$ cat config.mk
export PLATFORM = sky130hd
export DESIGN_NAME = mesi_snoop_ctrl
export DESIGN_NICKNAME = d
export VERILOG_FILES = /design/src/rtl/mesi_snoop_pkg.sv /design/src/rtl/mesi_snoop_resp.sv /design/src/rtl/mesi_req_ctrl.sv /design/src/rtl/mesi_snoop_ctrl.sv
export SDC_FILE = /design/constraint.sdc
export NUM_CORES = 1
export LEC_CHECK = 0
export ABC_AREA = 1
export BUFFER_PORTS_ARGS = -buffer_cell sky130_fd_sc_hd__buf_2
export CAP_MARGIN = 25
export CORE_AREA = 2 2 136 151
export CTS_BUF_LIST = sky130_fd_sc_hd__clkbuf_4
export DETAILED_ROUTE_END_ITERATION = 7
export DIE_AREA = 0 0 138 153
export SETUP_SLACK_MARGIN = 0.1
export SLEW_MARGIN = 40
export SYNTH_ARGS = -nofsm -noshare
export SYNTH_HDL_FRONTEND = slang
export SYNTH_SLANG_ARGS = --single-unit
$ cat constraint.sdc
create_clock -name clk_i -period 3.7 [get_ports clk_i]
set_input_delay 0.37 -clock clk_i [delete_from_list [all_inputs] [get_ports clk_i]]
set_output_delay 0.37 -clock clk_i [all_outputs]
set_load 0.02 [all_outputs]
$ cat src/rtl/mesi_snoop_pkg.sv
package mesi_snoop_pkg;
  typedef enum logic [1:0] {ST_I = 2'd0, ST_S = 2'd1, ST_E = 2'd2, ST_M = 2'd3} line_st_e;
  typedef enum logic [1:0] {CMD_RD = 2'd0, CMD_RDX = 2'd1, CMD_FLUSH = 2'd2, CMD_NONE = 2'd3} bus_cmd_e;
endpackage

$ cat src/rtl/mesi_snoop_resp.sv
module mesi_snoop_resp
  import mesi_snoop_pkg::*;
#(
  parameter int ADDR_W = 8,
  parameter int DATA_W = 8,
  parameter int IDX_W  = 2,
  parameter bit C2C_EN = 1'b1
) (
  input  logic              clk_i,
  input  logic              rst_ni,
  input  logic              snp_valid_i,
  input  logic [1:0]        snp_cmd_i,
  input  logic [ADDR_W-1:0] snp_addr_i,
  input  line_st_e          line_st_i,
  input  logic [ADDR_W-IDX_W-1:0] line_tag_i,
  input  logic [DATA_W-1:0] line_data_i,
  input  logic              sup_chain_i,
  output logic [IDX_W-1:0]  look_idx_o,
  output logic              busy_o,
  output logic              shared_o,
  output logic              flush_o,
  output logic [DATA_W-1:0] flush_data_o,
  output logic              sup_chain_o,
  output logic              upd_en_o,
  output line_st_e          upd_st_o
);
  logic              v_q;
  bus_cmd_e          cmd_q;
  logic [ADDR_W-1:0] addr_q;

  always_ff @(posedge clk_i or negedge rst_ni) begin
    if (!rst_ni) begin
      v_q    <= 1'b0;
      cmd_q  <= CMD_NONE;
      addr_q <= '0;
    end else begin
      v_q <= snp_valid_i;
      if (snp_valid_i) begin
        cmd_q  <= bus_cmd_e'(snp_cmd_i);
        addr_q <= snp_addr_i;
      end
    end
  end

  logic hit, is_rd, is_rdx, s_cand, own_flush, xfer_flush;
  assign look_idx_o = addr_q[IDX_W-1:0];
  assign hit    = v_q && (line_st_i != ST_I) && (line_tag_i == addr_q[ADDR_W-1:IDX_W]);
  assign is_rd  = cmd_q == CMD_RD;
  assign is_rdx = cmd_q == CMD_RDX;
  assign s_cand = hit && is_rd && (line_st_i == ST_S);

  // dirty owner must always supply
  assign own_flush = hit && (is_rd || is_rdx) && (line_st_i == ST_M);

  generate
    if (C2C_EN) begin : g_c2c
      assign xfer_flush = (hit && (is_rd || is_rdx) && (line_st_i == ST_E)) ||
                          (s_cand && !sup_chain_i);
    end else begin : g_no_c2c
      assign xfer_flush = 1'b0;
    end
  endgenerate

  assign busy_o       = snp_valid_i || v_q;
  assign shared_o     = hit && is_rd;
  assign flush_o      = own_flush || xfer_flush;
  assign flush_data_o = line_data_i;
  assign sup_chain_o  = sup_chain_i || s_cand;
  assign upd_en_o     = hit && (is_rd || is_rdx);
  assign upd_st_o     = is_rdx ? ST_I : ST_S;

  p_shared_rd_only_r1: assert property (@(posedge clk_i) disable iff (!rst_ni)
    shared_o |-> ($past(snp_valid_i) && $past(snp_cmd_i) == CMD_RD));
  p_flush_not_on_flush_r10: assert property (@(posedge clk_i) disable iff (!rst_ni)
    flush_o |-> ($past(snp_valid_i) && $past(snp_cmd_i) != CMD_FLUSH));
  p_chain_yield_r7: assert property (@(posedge clk_i) disable iff (!rst_ni)
    sup_chain_i |-> (sup_chain_o && !(flush_o && line_st_i == ST_S)));
  p_rdx_invalidates_r6: assert property (@(posedge clk_i) disable iff (!rst_ni)
    (upd_en_o && $past(snp_cmd_i) == CMD_RDX) |-> (upd_st_o == ST_I && !shared_o));
endmodule

$ cat src/rtl/mesi_req_ctrl.sv
module mesi_req_ctrl
  import mesi_snoop_pkg::*;
#(
  parameter int ADDR_W = 8,
  parameter int DATA_W = 8,
  parameter int IDX_W  = 2
) (
  input  logic              clk_i,
  input  logic              rst_ni,
  input  logic              cpu_valid_i,
  input  logic              cpu_write_i,
  input  logic [ADDR_W-1:0] cpu_addr_i,
  input  logic [DATA_W-1:0] cpu_wdata_i,
  output logic              cpu_done_o,
  output logic [DATA_W-1:0] cpu_rdata_o,
  input  logic              snoop_busy_i,
  input  line_st_e          line_st_i,
  input  logic [ADDR_W-IDX_W-1:0] line_tag_i,
  input  logic [DATA_W-1:0] line_data_i,
  output logic              bus_req_o,
  input  logic              bus_gnt_i,
  output logic [1:0]        bus_cmd_o,
  output logic [ADDR_W-1:0] bus_addr_o,
  output logic [DATA_W-1:0] bus_data_o,
  input  logic              shared_i,
  input  logic [DATA_W-1:0] fill_data_i,
  output logic              wr_en_o,
  output line_st_e          wr_st_o,
  output logic [ADDR_W-IDX_W-1:0] wr_tag_o,
  output logic [DATA_W-1:0] wr_data_o,
  output logic              wr_data_en_o
);
  localparam int TAG_W = ADDR_W - IDX_W;

  logic fill_q, rdx_q;
  logic [TAG_W-1:0] cpu_tag;
  logic hit, go, wr_ok, done, need_bus, victim_wb;
  bus_cmd_e cmd;

  assign cpu_tag   = cpu_addr_i[ADDR_W-1:IDX_W];
  assign hit       = (line_st_i != ST_I) && (line_tag_i == cpu_tag);
  assign go        = cpu_valid_i && !snoop_busy_i && !fill_q;
  assign wr_ok     = hit && ((line_st_i == ST_E) || (line_st_i == ST_M));
  assign done      = go && hit && (!cpu_write_i || wr_ok);
  assign need_bus  = go && !done;
  assign victim_wb = !hit && (line_st_i == ST_M);

  always_comb begin
    if (!need_bus)        cmd = CMD_NONE;
    else if (victim_wb)   cmd = CMD_FLUSH;
    else if (cpu_write_i) cmd = CMD_RDX;
    else                  cmd = CMD_RD;
  end

  assign cpu_done_o  = done;
  assign cpu_rdata_o = line_data_i;
  assign bus_req_o   = need_bus;
  assign bus_cmd_o   = cmd;
  assign bus_addr_o  = victim_wb ? {line_tag_i, cpu_addr_i[IDX_W-1:0]} : cpu_addr_i;
  assign bus_data_o  = line_data_i;

  always_comb begin
    wr_en_o      = 1'b0;
    wr_st_o      = line_st_i;
    wr_tag_o     = line_tag_i;
    wr_data_o    = cpu_wdata_i;
    wr_data_en_o = 1'b0;
    if (fill_q) begin
      wr_en_o      = 1'b1;
      wr_st_o      = rdx_q ? ST_M : (shared_i ? ST_S : ST_E);
      wr_tag_o     = cpu_tag;
      wr_data_o    = fill_data_i;
      wr_data_en_o = 1'b1;
    end else if (done && cpu_write_i) begin
      wr_en_o      = 1'b1;
      wr_st_o      = ST_M;
      wr_data_en_o = 1'b1;
    end else if (need_bus && bus_gnt_i && victim_wb) begin
      wr_en_o = 1'b1;
      wr_st_o = ST_I;
    end
  end

  always_ff @(posedge clk_i or negedge rst_ni) begin
    if (!rst_ni) begin
      fill_q <= 1'b0;
      rdx_q  <= 1'b0;
    end else begin
      fill_q <= need_bus && bus_gnt_i && !victim_wb;
      rdx_q  <= cpu_write_i;
    end
  end

  p_fill_after_grant_r2: assert property (@(posedge clk_i) disable iff (!rst_ni)
    fill_q |-> ($past(bus_gnt_i) && $past(bus_req_o) && $past(bus_cmd_o) != CMD_FLUSH));
  p_quiet_in_snoop_r11: assert property (@(posedge clk_i) disable iff (!rst_ni)
    snoop_busy_i |-> (!bus_req_o && !cpu_done_o));
  p_wb_before_miss_r8: assert property (@(posedge clk_i) disable iff (!rst_ni)
    (bus_req_o && bus_gnt_i && bus_cmd_o == CMD_FLUSH) |=> !fill_q);
endmodule

$ cat src/rtl/mesi_snoop_ctrl.sv
module mesi_snoop_ctrl
  import mesi_snoop_pkg::*;
#(
  parameter int ADDR_W = 8,
  parameter int DATA_W = 8,
  parameter int LINES  = 4,
  parameter bit C2C_EN = 1'b1
) (
  input  logic              clk_i,
  input  logic              rst_ni,
  input  logic              cpu_valid_i,
  input  logic              cpu_write_i,
  input  logic [ADDR_W-1:0] cpu_addr_i,
  input  logic [DATA_W-1:0] cpu_wdata_i,
  output logic              cpu_done_o,
  output logic [DATA_W-1:0] cpu_rdata_o,
  output logic              bus_req_o,
  input  logic              bus_gnt_i,
  output logic [1:0]        bus_cmd_o,
  output logic [ADDR_W-1:0] bus_addr_o,
  output logic [DATA_W-1:0] bus_data_o,
  input  logic              shared_i,
  input  logic [DATA_W-1:0] fill_data_i,
  input  logic              snp_valid_i,
  input  logic [1:0]        snp_cmd_i,
  input  logic [ADDR_W-1:0] snp_addr_i,
  output logic              shared_o,
  output logic              flush_o,
  output logic [DATA_W-1:0] flush_data_o,
  input  logic              sup_chain_i,
  output logic              sup_chain_o
);
  localparam int IDX_W = $clog2(LINES);
  localparam int TAG_W = ADDR_W - IDX_W;

  line_st_e          st_q   [LINES];
  logic [TAG_W-1:0]  tag_q  [LINES];
  logic [DATA_W-1:0] data_q [LINES];

  logic [IDX_W-1:0]  cpu_idx, snp_idx;
  logic              snp_busy, snp_upd, req_we, req_den;
  line_st_e          snp_st, req_st;
  logic [TAG_W-1:0]  req_tag;
  logic [DATA_W-1:0] req_data;

  assign cpu_idx = cpu_addr_i[IDX_W-1:0];

  mesi_snoop_resp #(.ADDR_W(ADDR_W), .DATA_W(DATA_W), .IDX_W(IDX_W), .C2C_EN(C2C_EN)) u_snp (
    .clk_i, .rst_ni, .snp_valid_i, .snp_cmd_i, .snp_addr_i,
    .line_st_i(st_q[snp_idx]), .line_tag_i(tag_q[snp_idx]), .line_data_i(data_q[snp_idx]),
    .sup_chain_i, .look_idx_o(snp_idx), .busy_o(snp_busy), .shared_o, .flush_o,
    .flush_data_o, .sup_chain_o, .upd_en_o(snp_upd), .upd_st_o(snp_st)
  );

  mesi_req_ctrl #(.ADDR_W(ADDR_W), .DATA_W(DATA_W), .IDX_W(IDX_W)) u_req (
    .clk_i, .rst_ni, .cpu_valid_i, .cpu_write_i, .cpu_addr_i, .cpu_wdata_i,
    .cpu_done_o, .cpu_rdata_o, .snoop_busy_i(snp_busy),
    .line_st_i(st_q[cpu_idx]), .line_tag_i(tag_q[cpu_idx]), .line_data_i(data_q[cpu_idx]),
    .bus_req_o, .bus_gnt_i, .bus_cmd_o, .bus_addr_o, .bus_data_o, .shared_i, .fill_data_i,
    .wr_en_o(req_we), .wr_st_o(req_st), .wr_tag_o(req_tag), .wr_data_o(req_data),
    .wr_data_en_o(req_den)
  );

  // snoop and processor updates never overlap on an atomic bus; snoop wins if they do
  always_ff @(posedge clk_i or negedge rst_ni) begin
    if (!rst_ni) begin
      for (int i = 0; i < LINES; i++) begin
        st_q[i]   <= ST_I;
        tag_q[i]  <= '0;
        data_q[i] <= '0;
      end
    end else if (snp_upd) begin
      st_q[snp_idx] <= snp_st;
    end else if (req_we) begin
      st_q[cpu_idx]  <= req_st;
      tag_q[cpu_idx] <= req_tag;
      if (req_den) data_q[cpu_idx] <= req_data;
    end
  end

  p_done_excl_req_r4: assert property (@(posedge clk_i) disable iff (!rst_ni)
    !(cpu_done_o && bus_req_o));
  p_flush_needs_holder_r5: assert property (@(posedge clk_i) disable iff (!rst_ni)
    flush_o |-> (st_q[snp_idx] != ST_I));
  p_silent_upgrade_r4: assert property (@(posedge clk_i) disable iff (!rst_ni)
    (cpu_done_o && cpu_write_i && st_q[cpu_idx] == ST_E) |=> (st_q[$past(cpu_idx)] == ST_M));
endmodule

Word level (Yosys, flattened, before mapping)
Cells that the tools add are included.
{"block": "classes", "order_cmp": 4, "n_eq_ne": 8, "n_mux": 49, "bitwise": 3, "reduce_logical": 42}
{"op": "2-to-1 mux 8 bit", "count": 9}
{"op": "2-to-1 mux 6 bit", "count": 6}
{"op": "binary-select mux 8 bit (select 2 bit)", "count": 2}
{"op": "bitwise mux 32 bit", "count": 1}
{"op": "2-to-1 mux 2 bit", "count": 13}
{"op": "binary-select mux 6 bit (select 2 bit)", "count": 2}
{"op": "bitwise mux 24 bit", "count": 1}
{"op": "logical AND 1 bit", "count": 22}
{"op": "bitwise mux 8 bit", "count": 2}
{"op": "demux 8 bit (select 2 bit)", "count": 1}
{"op": "demux 6 bit (select 2 bit)", "count": 1}
{"op": "equality test 6 bit", "count": 2}
{"op": "binary-select mux 2 bit (select 2 bit)", "count": 2}
{"op": "demux 2 bit (select 2 bit)", "count": 2}
{"op": "equality test 2 bit, second input constant", "count": 4}
{"op": "zero test 1 bit", "count": 7}
{"op": "logical OR 1 bit", "count": 7}
{"op": "2-to-1 mux 1 bit", "count": 7}
{"op": ">= comparator 3 bit, second input constant", "count": 2}
{"op": "< comparator 3 x 1 -> 1 bit, second input constant", "count": 2}
{"op": "NOT 2 -> 3 bit", "count": 2}
{"op": "nonzero test 2 bit", "count": 3}
{"op": "equality test 2 x 1 -> 1 bit, second input constant", "count": 2}
{"op": "AND reduction 3 bit", "count": 1}
{"op": "3 further kinds", "count": 3}
{"block": "totals", "reg_bits": 77, "inputBits": 42, "output_inout_bits": 39, "wordCells": 123}

Logic depth before layout (Yosys ltp)
Gate-level depths: netlist of run 1.
{"block": "logic_depth", "depth_word": 19, "ltp_mapped": 19, "mapped_depth_nobuf": 18}

Cells and area by module
Synthesis of run 1 repeated with hierarchy kept, for this count alone.
{"block": "unflattened", "hier_cells": 730, "hier_area_um2": 5019.8}
{"mod": "mesi_snoop_ctrl", "n_inst": 1, "cells_each": 502, "area_each_um2": 3589.7, "seq_area_each_um2": 1601.5}
{"mod": "mesi_req_ctrl", "n_inst": 1, "cells_each": 141, "area_each_um2": 743.2, "seq_area_each_um2": 50.0}
{"mod": "mesi_snoop_resp", "n_inst": 1, "cells_each": 87, "area_each_um2": 686.9, "seq_area_each_um2": 277.8}

Worst setup path before layout of run 1
Ideal clock, no wire load.
{"block": "synth_path", "path_kind": "flip-flop to output port", "startpoint": "register u_snp.addr_q[1]", "endpoint": "output port flush_o", "t_arrival_ns": 2.241, "required_ns": 3.330, "slack_ns": 1.089, "stages_incl_launch_ff": 12, "path_buffers": 1, "cell_sequence": "dfrtp_1 -> nor2_2 -> buf_6 -> a22oi_4 -> nand2_4 -> xor2_2 -> nand2_4 -> nor2_8 -> inv_2 -> nor2_2 -> nand2_1 -> o22ai_1"}
{"block": "synth_via", "elab_chain_len": 12, "word_cells_on_any_way": 22, "cone_classes": "eq/ne (4); mux (6); bitwise (1); reduce/logical (11)"}
{"item": "from (decl)", "line": "mesi_snoop_resp.sv:29", "text": "logic [ADDR_W-1:0] addr_q;"}
{"item": "from (signal assigned)", "line": "mesi_snoop_resp.sv:40", "text": "addr_q <= snp_addr_i;"}
{"item": "NOT 2 -> 3 bit (implied by the code) *", "line": "mesi_snoop_ctrl.sv:50", "text": ".line_st_i(st_q[snp_idx]), .line_tag_i(tag_q[snp_idx]), .line_data_i(data_q[snp_idx]),"}
{"item": "parallel branches: the longest is 5 deep, another holds binary-select mux 6 bit (select 2 bit)"}
{"item": "logical AND 1 bit *", "line": "mesi_snoop_resp.sv:47", "text": "assign hit = v_q && (line_st_i != ST_I) && (line_tag_i == addr_q[ADDR_W-1:IDX_W]);"}
{"item": "logical AND 1 bit *"}
{"item": "named net shared_o", "line": "mesi_snoop_ctrl.sv:27", "text": "output logic shared_o,"}
{"item": "logical AND 1 bit *", "line": "mesi_snoop_resp.sv:50", "text": "assign s_cand = hit && is_rd && (line_st_i == ST_S);"}
{"item": "logical AND 1 bit *", "line": "mesi_snoop_resp.sv:58", "text": "(s_cand && !sup_chain_i);"}
{"item": "logical OR 1 bit *", "line": "mesi_snoop_resp.sv:57", "text": "assign xfer_flush = (hit && (is_rd || is_rdx) && (line_st_i == ST_E)) ||"}
{"item": "logical OR 1 bit *", "line": "mesi_snoop_resp.sv:66", "text": "assign flush_o = own_flush || xfer_flush;"}
{"item": "to (decl)", "line": "mesi_snoop_ctrl.sv:28", "text": "output logic flush_o,"}
Mark *: on every way through the listed nets, which the timed path passes. The select of a mux whose other input is x is not followed.

Worst setup path after layout of run 1
{"block": "layout_path", "startpoint": "register u_snp.addr_q[0]", "endpoint": "output port flush_o"}
{"block": "layout_via", "elab_chain_len": 12, "word_cells_on_any_way": 22, "cone_classes": "eq/ne (4); mux (6); bitwise (1); reduce/logical (11)"}
{"item": "NOT 2 -> 3 bit (implied by the code) *", "line": "mesi_snoop_ctrl.sv:50"}
{"item": "parallel branches: the longest is 10 deep, another holds binary-select mux 6 bit (select 2 bit)"}
{"item": "logical OR 1 bit *", "line": "mesi_snoop_resp.sv:66"}
Mark *: on every way between the ends. The select of a mux whose other input is x is not followed.

==> PnR_summary.wiki, run 1 <==
{| class="wikitable"
! Metric !! Value
|-
| Most frequent cells in the layout || nand2_1 (217), buf_2 (79), dfrtp_1 (75), o21ai_1 (49), inv_1 (47)
|-
| Antenna Nets Post-Route || 0
|-
| Capture instance of the worst register-to-register path || st_q[6]
|-
| Total area of multi-input combinational cells || 2397 sq um
|-
| Clock share of power || 22.2%
|-
| Maximum vdd drop || 282.8 uV
|-
| Number of setup violations in the final report || 0
|-
| CTS clock-pin slew for the worst setup and hold paths || 0.13 ns
|-
| Parity-gate share of the synthesized area counting xor and xnor cells || 1.066%
|-
| Number of cells produced by synthesis || 619
|-
| Nature of the critical path startpoint || flop
|-
| Area taken by flip-flops and latches || 1929 sq um
|-
| EDFF count, synth || 0
|-
| WL final || 13.93 mm
|-
| Post-route worst hold slack || 0.09093 ns
|-
| CTS buffer count || 9
|-
| Max Freq || 309.9 MHz
|-
| Final critical-path required period || 3.227 ns
|-
| Overall routing resource usage || 13.46%
|-
| I/O pin cnt || 81
|-
| Pwr Density || 433.7 nW/um^2
|-
| Final period util || 87.21%
|-
| Synth Area in Compound Gates || 16.02%
|-
| Unrepaired setup endpoints after global routing || false
|-
| TritonCTS clock tree || built
|-
| Final-layout fill cell count || 2151
|-
| Slew @ Worst Pin || 0.7398 ns
|-
| Via-per-instance ratio || 4.571
|-
| Data arrival time of the critical path || 2.86 ns
|-
| Post-route setup TNS || 0 ns
|-
| Reg-to-Reg Start || u_snp.addr_q[0]
|-
| Pin count of the biggest net entering global routing || 78
|-
| First-pass GRT wire length || 22.46 mm
|-
| Number of antenna violations at the first check in global routing || 0
|-
| Netlist Area Pre-Place || 4812 sq um
|-
| Distinct cell type count of the synthesized netlist || 44
|-
| Standard cell core area || 19590 sq um
|-
| Sequential share of power || 46.4%
|-
| Critical Path Fanout Max || 13
|-
| Switching part of the total || 38.19%
|-
| Largest family of logic cells by synthesized area || simple AND/OR/NAND/NOR gates
|-
| Setup slack on the worst flop-to-flop path || 1.19 ns
|-
| Hold Path Sink || u_req.rdx_q
|-
| Final standard cell utilization of the core || 27.95%
|-
| Number of clock sinks || 77
|-
| CP Capture Type || output port
|-
| Number of global-route vias before repair || 4197
|-
| Leading register cell type out of synthesis || dfrtp_1
|-
| Final setup skew || 0.02594 ns
|-
| Initial Util || 24.56%
|-
| Number of stages on the worst hold path || 1
|-
| Die Wd || 138 um
|-
| Mean Syn Cell Area || 7.774 sq um
|-
| Max transition margin || 50.68%
|-
| CP required || 3.33 ns
|-
| Most common library cell in the layout ignoring fill and taps || nand2_1
|-
| Site row count || 54
|-
| Total number of vias || 4310
|-
| Number of remaining DRC errors || 0
|-
| DR iter-0 viols || 277
|-
| Net switching power of the design || 0.0009070 W
|-
| Area post-placement || 5288 sq um
|-
| Signed area change from the synthesized netlist to the final layout || 13.81%
|-
| Simple-gate share of the synthesized area || 29.82%
|-
| Final layout net count || 728
|-
| Number of diodes || 0
|-
| P_leak || 2.850 nW
|-
| Slew Viols, Final || 0
|-
| Setup CP Type || flop to output port
|-
| R2R cell count || 15
|-
| Internal power || 0.001468 W
|-
| Part of the Yosys area used for sequential elements || 40.09%
|-
| Multiplexer share of the synthesized area || 2.600%
|-
| Syn_nets || 661
|-
| Number of register bits inferred by synthesis || 77
|-
| Placed wire-length estimate after detailed placement || 10.24 mm
|-
| Synthesized-area fraction occupied by adder cells || 0%
|-
| Number of violations of the max-capacitance limit || 0
|-
| Hold wc startpoint || cpu_write_i
|-
| Number of input and output port buffers inserted || 80
|-
| Run status || finished, final reports clean
|-
| Worst Hold Class || primary input to flop
|-
| Area of the die || 21110 sq um
|-
| CTS Buffer Depth || 2
|-
| Post-DR wirelength/cell || 14.77 um
|-
| Non-Filler Cell Area, Final || 5477 sq um
|-
| Remaining Overflow, GRT || 0
|-
| Total design power || 0.002375 W
|-
| Comb pwr share || 31.3%
|-
| Number of synthesis warnings || 0
|-
| CTS Root Cell || clkbuf_4
|-
| Clock latency of the later-clocked register in the worst-skew pair || 0.47 ns
|-
| Number of levels in the clock H-tree || 3
|-
| Weighted congestion at the end of routability-driven global placement || 0.8037
|-
| Fraction of registers with async set/reset || 100.0%
|-
| Total count of hold-check failures in the final report || 0
|-
| Die Span Y || 153 um
|-
| Pre-Repair DR Iteration Count || 6
|-
| Share of cells above drive strength 1 || 23.30%
|}
## cells by family (layout without fill, tap and decap cells)
logic type             count (synthesis)  in the layout
AO/OA/AOI/OAI                        120            120
XOR/XNOR                               5              5
buffers and inverters                 93            165
flip-flops                            77             77
multiplexers                          12             12
AND/OR/NAND/NOR                      312            312
## layer usage
layer | GRT usage, % | wire length [um]
met3 | 2.757 | 627
met4 | 4.373 | 208
met1 | 16.49 | 6048
met2 | 23.64 | 7041
met5 | 0 | 0
## worst max-delay path, cell delays in order (launching register included)
cell and delay (ns):
dfrtp_1 0.50, inv_2 0.11, nand2_4 0.20, inv_2 0.11
a22oi_1 0.23, nand2_1 0.09, nand2_1 0.10, nand2_1 0.06
nor2_1 0.08, nand2_1 0.13, nor2_8 0.25, inv_2 0.07
nor2_2 0.09, nand2_1 0.07, o22ai_1 0.11, buf_2 0.18
## cells in the mapped netlist (all sizes together) (3+ instances only)
master	n	area share [%]
nand2	233	20
dfrtp	75	39
o21ai	74	8.2
inv	59	4.7
nor2	39	4.5
buf	28	5.3
nand3	28	3.0
a22oi	22	3.7
o221ai	16	2.9
mux2i	8	1.7
nand4	6	0.91
xor2	5	1.1
a21oi	4	0.42
clkbuf	4	0.31
mux2	4	0.94
nor3	3	0.42
## power groups by stage
stage / Sequential (W) / Combinational (W) / Clock (W)
after global routing: 0.00112 / 0.000838 / 0.000575
after detailed placement: 0.00111 / 0.000745 / 0
after floorplan: 0.00108 / 0.000564 / 0
final: 0.00110 / 0.000744 / 0.000528
after CTS: 0.00110 / 0.000748 / 0.000544
after global placement: 0.00111 / 0.000732 / 0
## per-stage QoR
stage                     worst slack [ns]  std cells
final                               0.4731        943
after CTS                           0.2467        939
after detailed placement            0.6957        922
after global routing                0.1024        943
after floorplan                      1.089        619
after global placement              0.7087        922
## repair_timing
item	in CTS	in global routing
resized for setup	0	3
hold buffers	1	0
setup buffers	0	4
endpoints found under the setup margin	0	2
endpoints found under the hold margin	75	0
## layout make-up
| cell class | count | share of cell area (%) |
|---|---|---|
| clock buffers | 11 | 1.508 |
| well taps | 252 | 5.757 |
| flip-flops and latches | 77 | 35.23 |
| inverters | 61 | 4.227 |
| clock inverters | 5 | 0.9367 |
| repair buffers | 88 | 8.568 |
| multi-input cells | 449 | 43.77 |
## flip-flops by register name (all words and copies together) (netlist names)
name	cells
tag_q	24
u_snp.v_q	1
u_req.rdx_q	1
u_req.fill_q	1
u_snp.cmd_q	2
st_q	8
u_snp.addr_q	8
data_q	32
## how the worst max path moves through the flow
stage,cells past startpoint,to,start
CTS,12,flush_o,u_snp.addr_q[1]
finish,15,flush_o,u_snp.addr_q[0]
global placement,14,bus_addr_o[3],cpu_addr_i[0]
detailed placement,14,bus_addr_o[3],cpu_addr_i[0]
floorplan,11,flush_o,u_snp.addr_q[1]
global route,14,flush_o,u_snp.addr_q[1]
No activity file was read; power rests on OpenSTA's default activity.
==> run 2: changes to the inputs <==
- RECOVER_POWER: unset -> 50
==> PnR_summary.wiki, run 2 (synthesis results as in run 1) <==
{| class="wikitable"
! Metric !! Value
|-
| I/O pin cnt || 81
|-
| CP startpoint || u_snp.addr_q[0]
|-
| Initial Util || 24.56%
|-
| Run status || complete, but fails checks
|-
| CP required || 3.33 ns
|-
| Clock latency of the later-clocked register in the worst-skew pair || 0.47 ns
|-
| Number of remaining DRC errors || 0
|-
| Signed area change from the synthesized netlist to the final layout || 13.49%
|-
| Hold wc startpoint || snp_addr_i[7]
|-
| Post-DR wirelength/cell || 14.75 um
|-
| Remaining Overflow, GRT || 0
|-
| Number of setup violations in the final report || 0
|-
| Count of placed standard cells in the final layout, fillers left out || 943
|-
| Max transition margin || -32.64%
|-
| Pwr Density || 434.1 nW/um^2
|-
| Number of global-route vias before repair || 4197
|-
| CP Capture Type || output port
|-
| P_leak || 2.825 nW
|-
| Capture instance of the worst register-to-register path || st_q[6]
|-
| Pre-Repair DR Iteration Count || 6
|-
| Flip-flop count of the largest register after layout || 32
|-
| Number of clock sinks || 77
|-
| Number of stages on the worst hold path || 3
|-
| Post-route setup TNS || 0 ns
|-
| Most common library cell in the layout ignoring fill and taps || nand2_1
|-
| Unrepaired setup endpoints after global routing || false
|-
| Violated checks || max-capacitance violations, max-slew violations
|-
| Worst Hold Class || primary input to flop
|-
| Maximum vdd drop || 282.8 uV
|-
| Final setup skew || 0.02594 ns
|-
| Total count of hold-check failures in the final report || 0
|-
| Register with the highest flop count || data_q
|-
| Site row count || 54
|-
| WL final || 13.91 mm
|-
| Pin count of the biggest net entering global routing || 78
|-
| Antenna Nets Post-Route || 0
|-
| Die Span Y || 153 um
|-
| CTS Root Cell || clkbuf_4
|-
| CTS buffer count || 9
|-
| Setup CP Type || flop to output port
|-
| Final layout net count || 728
|-
| Setup slack on the worst flop-to-flop path || 1.19 ns
|-
| Total area of multi-input combinational cells || 2397 sq um
|-
| Hold Path Sink || u_snp.addr_q[7]
|-
| Slew Viols, Final || 78
|-
| Slew @ Worst Pin || 1.990 ns
|-
| Total number of vias || 4310
|-
| Critical Path Fanout Max || 13
|-
| Weighted congestion at the end of routability-driven global placement || 0.8037
|-
| Number of cells after detailed placement || 922
|-
| Placed wire-length estimate after detailed placement || 10.24 mm
|-
| Number of input and output port buffers inserted || 80
|-
| Final-layout fill cell count || 2157
|-
| Share of cells above drive strength 1 || 22.29%
|-
| Overall routing resource usage || 13.46%
|-
| Number of levels in the clock H-tree || 3
|-
| Data arrival time of the critical path || 2.86 ns
|-
| DR iter-0 viols || 278
|-
| Die Wd || 138 um
|-
| First-pass GRT wire length || 22.46 mm
|-
| R2R cell count || 15
|-
| Number of violations of the max-capacitance limit || 1
|-
| TritonCTS clock tree || built
|-
| Final standard cell utilization of the core || 27.87%
|-
| Area taken by flip-flops and latches || 1929 sq um
|-
| Via-per-instance ratio || 4.571
|-
| CTS clock-pin slew for the worst setup and hold paths || 0.13 ns
|-
| Nature of the critical path startpoint || flop
|-
| Area of the die || 21110 sq um
|-
| Final critical-path required period || 3.226 ns
|-
| Regs by FF count || data_q (32), tag_q (24)
|-
| Max Freq || 310.0 MHz
|-
| Number of antenna violations at the first check in global routing || 0
|-
| Standard cell core area || 19590 sq um
|-
| Reg-to-Reg Start || u_snp.addr_q[0]
|-
| Most frequent cells in the layout || nand2_1 (217), dfrtp_1 (75), buf_2 (72), o21ai_1 (49), inv_1 (47)
|-
| Final period util || 87.18%
|-
| CTS Buffer Depth || 2
|-
| Number of diodes || 0
|}
[run 2: where the power goes]
group	internal (W)	total (W)	switching (W)	leakage, nW
combinational	0.000260	0.000740	0.000481	1.76
clock	0.000217	0.000527	0.000310	0.0743
sequential	0.000988	0.00110	0.000115	0.989
total	0.00146	0.00237	0.000906	2.83
[run 2: worst max path at each step]
stage,slack [ns],end
global route,0.10,flush_o
CTS,0.25,flush_o
global placement,0.71,bus_addr_o[3]
detailed placement,0.70,bus_addr_o[3]
floorplan,1.09,flush_o
finish,0.47,flush_o
[run 2: metal layers]
| layer | global-route usage, % | part of all wire (%) | vias up |
|---|---|---|---|
| met5 | 0 | 0 | - |
| met4 | 4.373 | 1.5 | 0 |
| met3 | 2.757 | 4.5 | 13 |
| met2 | 23.64 | 51 | 110 |
| met1 | 16.49 | 43 | 2030 |
| li1 | - | - | 2157 |
[run 2: final cells by class]
| type | count | area share [%] |
|---|---|---|
| Inverter | 61 | 4.238 |
| Sequential cell | 77 | 35.33 |
| Clock inverter | 5 | 0.9393 |
| Timing Repair Buffer | 88 | 8.316 |
| Tap cell | 252 | 5.773 |
| Multi-Input combinational cell | 449 | 43.89 |
| Clock buffer | 11 | 1.512 |
[run 2: through the flow]
stage / area (sq um) / setup slack [ns] / hold slack, ns / power [W]
final: 5461 / 0.4745 / 0.1103 / 0.002371
after global routing: 5461 / 0.1024 / 0.08682 / 0.002531
after CTS: 5431 / 0.2467 / 0.05467 / 0.002391
after detailed placement: 5288 / 0.6957 / 0.4666 / 0.001859
after global placement: 5284 / 0.7087 / 0.4730 / 0.001845
after floorplan: 4812 / 1.089 / 0.07441 / 0.001647
[run 2: what timing repair did]
item / 4_1_cts / 5_1_grt
hold endpoints to repair: 75 / 0
resized for setup: 0 / 3
endpoints found under the setup margin: 0 / 2
hold buffers: 1 / 0
buffers inserted: 0 / 4
[run 2: worst max-delay path, stage by stage, from the launching register on]
cell     delay, ns
dfrtp_1       0.50
inv_2         0.11
nand2_4       0.20
inv_2         0.11
a22oi_1       0.23
nand2_1       0.09
nand2_1       0.10
nand2_1       0.06
nor2_1        0.08
nand2_1       0.13
nor2_8        0.25
inv_2         0.07
nor2_2        0.09
nand2_1       0.07
o22ai_1       0.11
buf_2         0.18
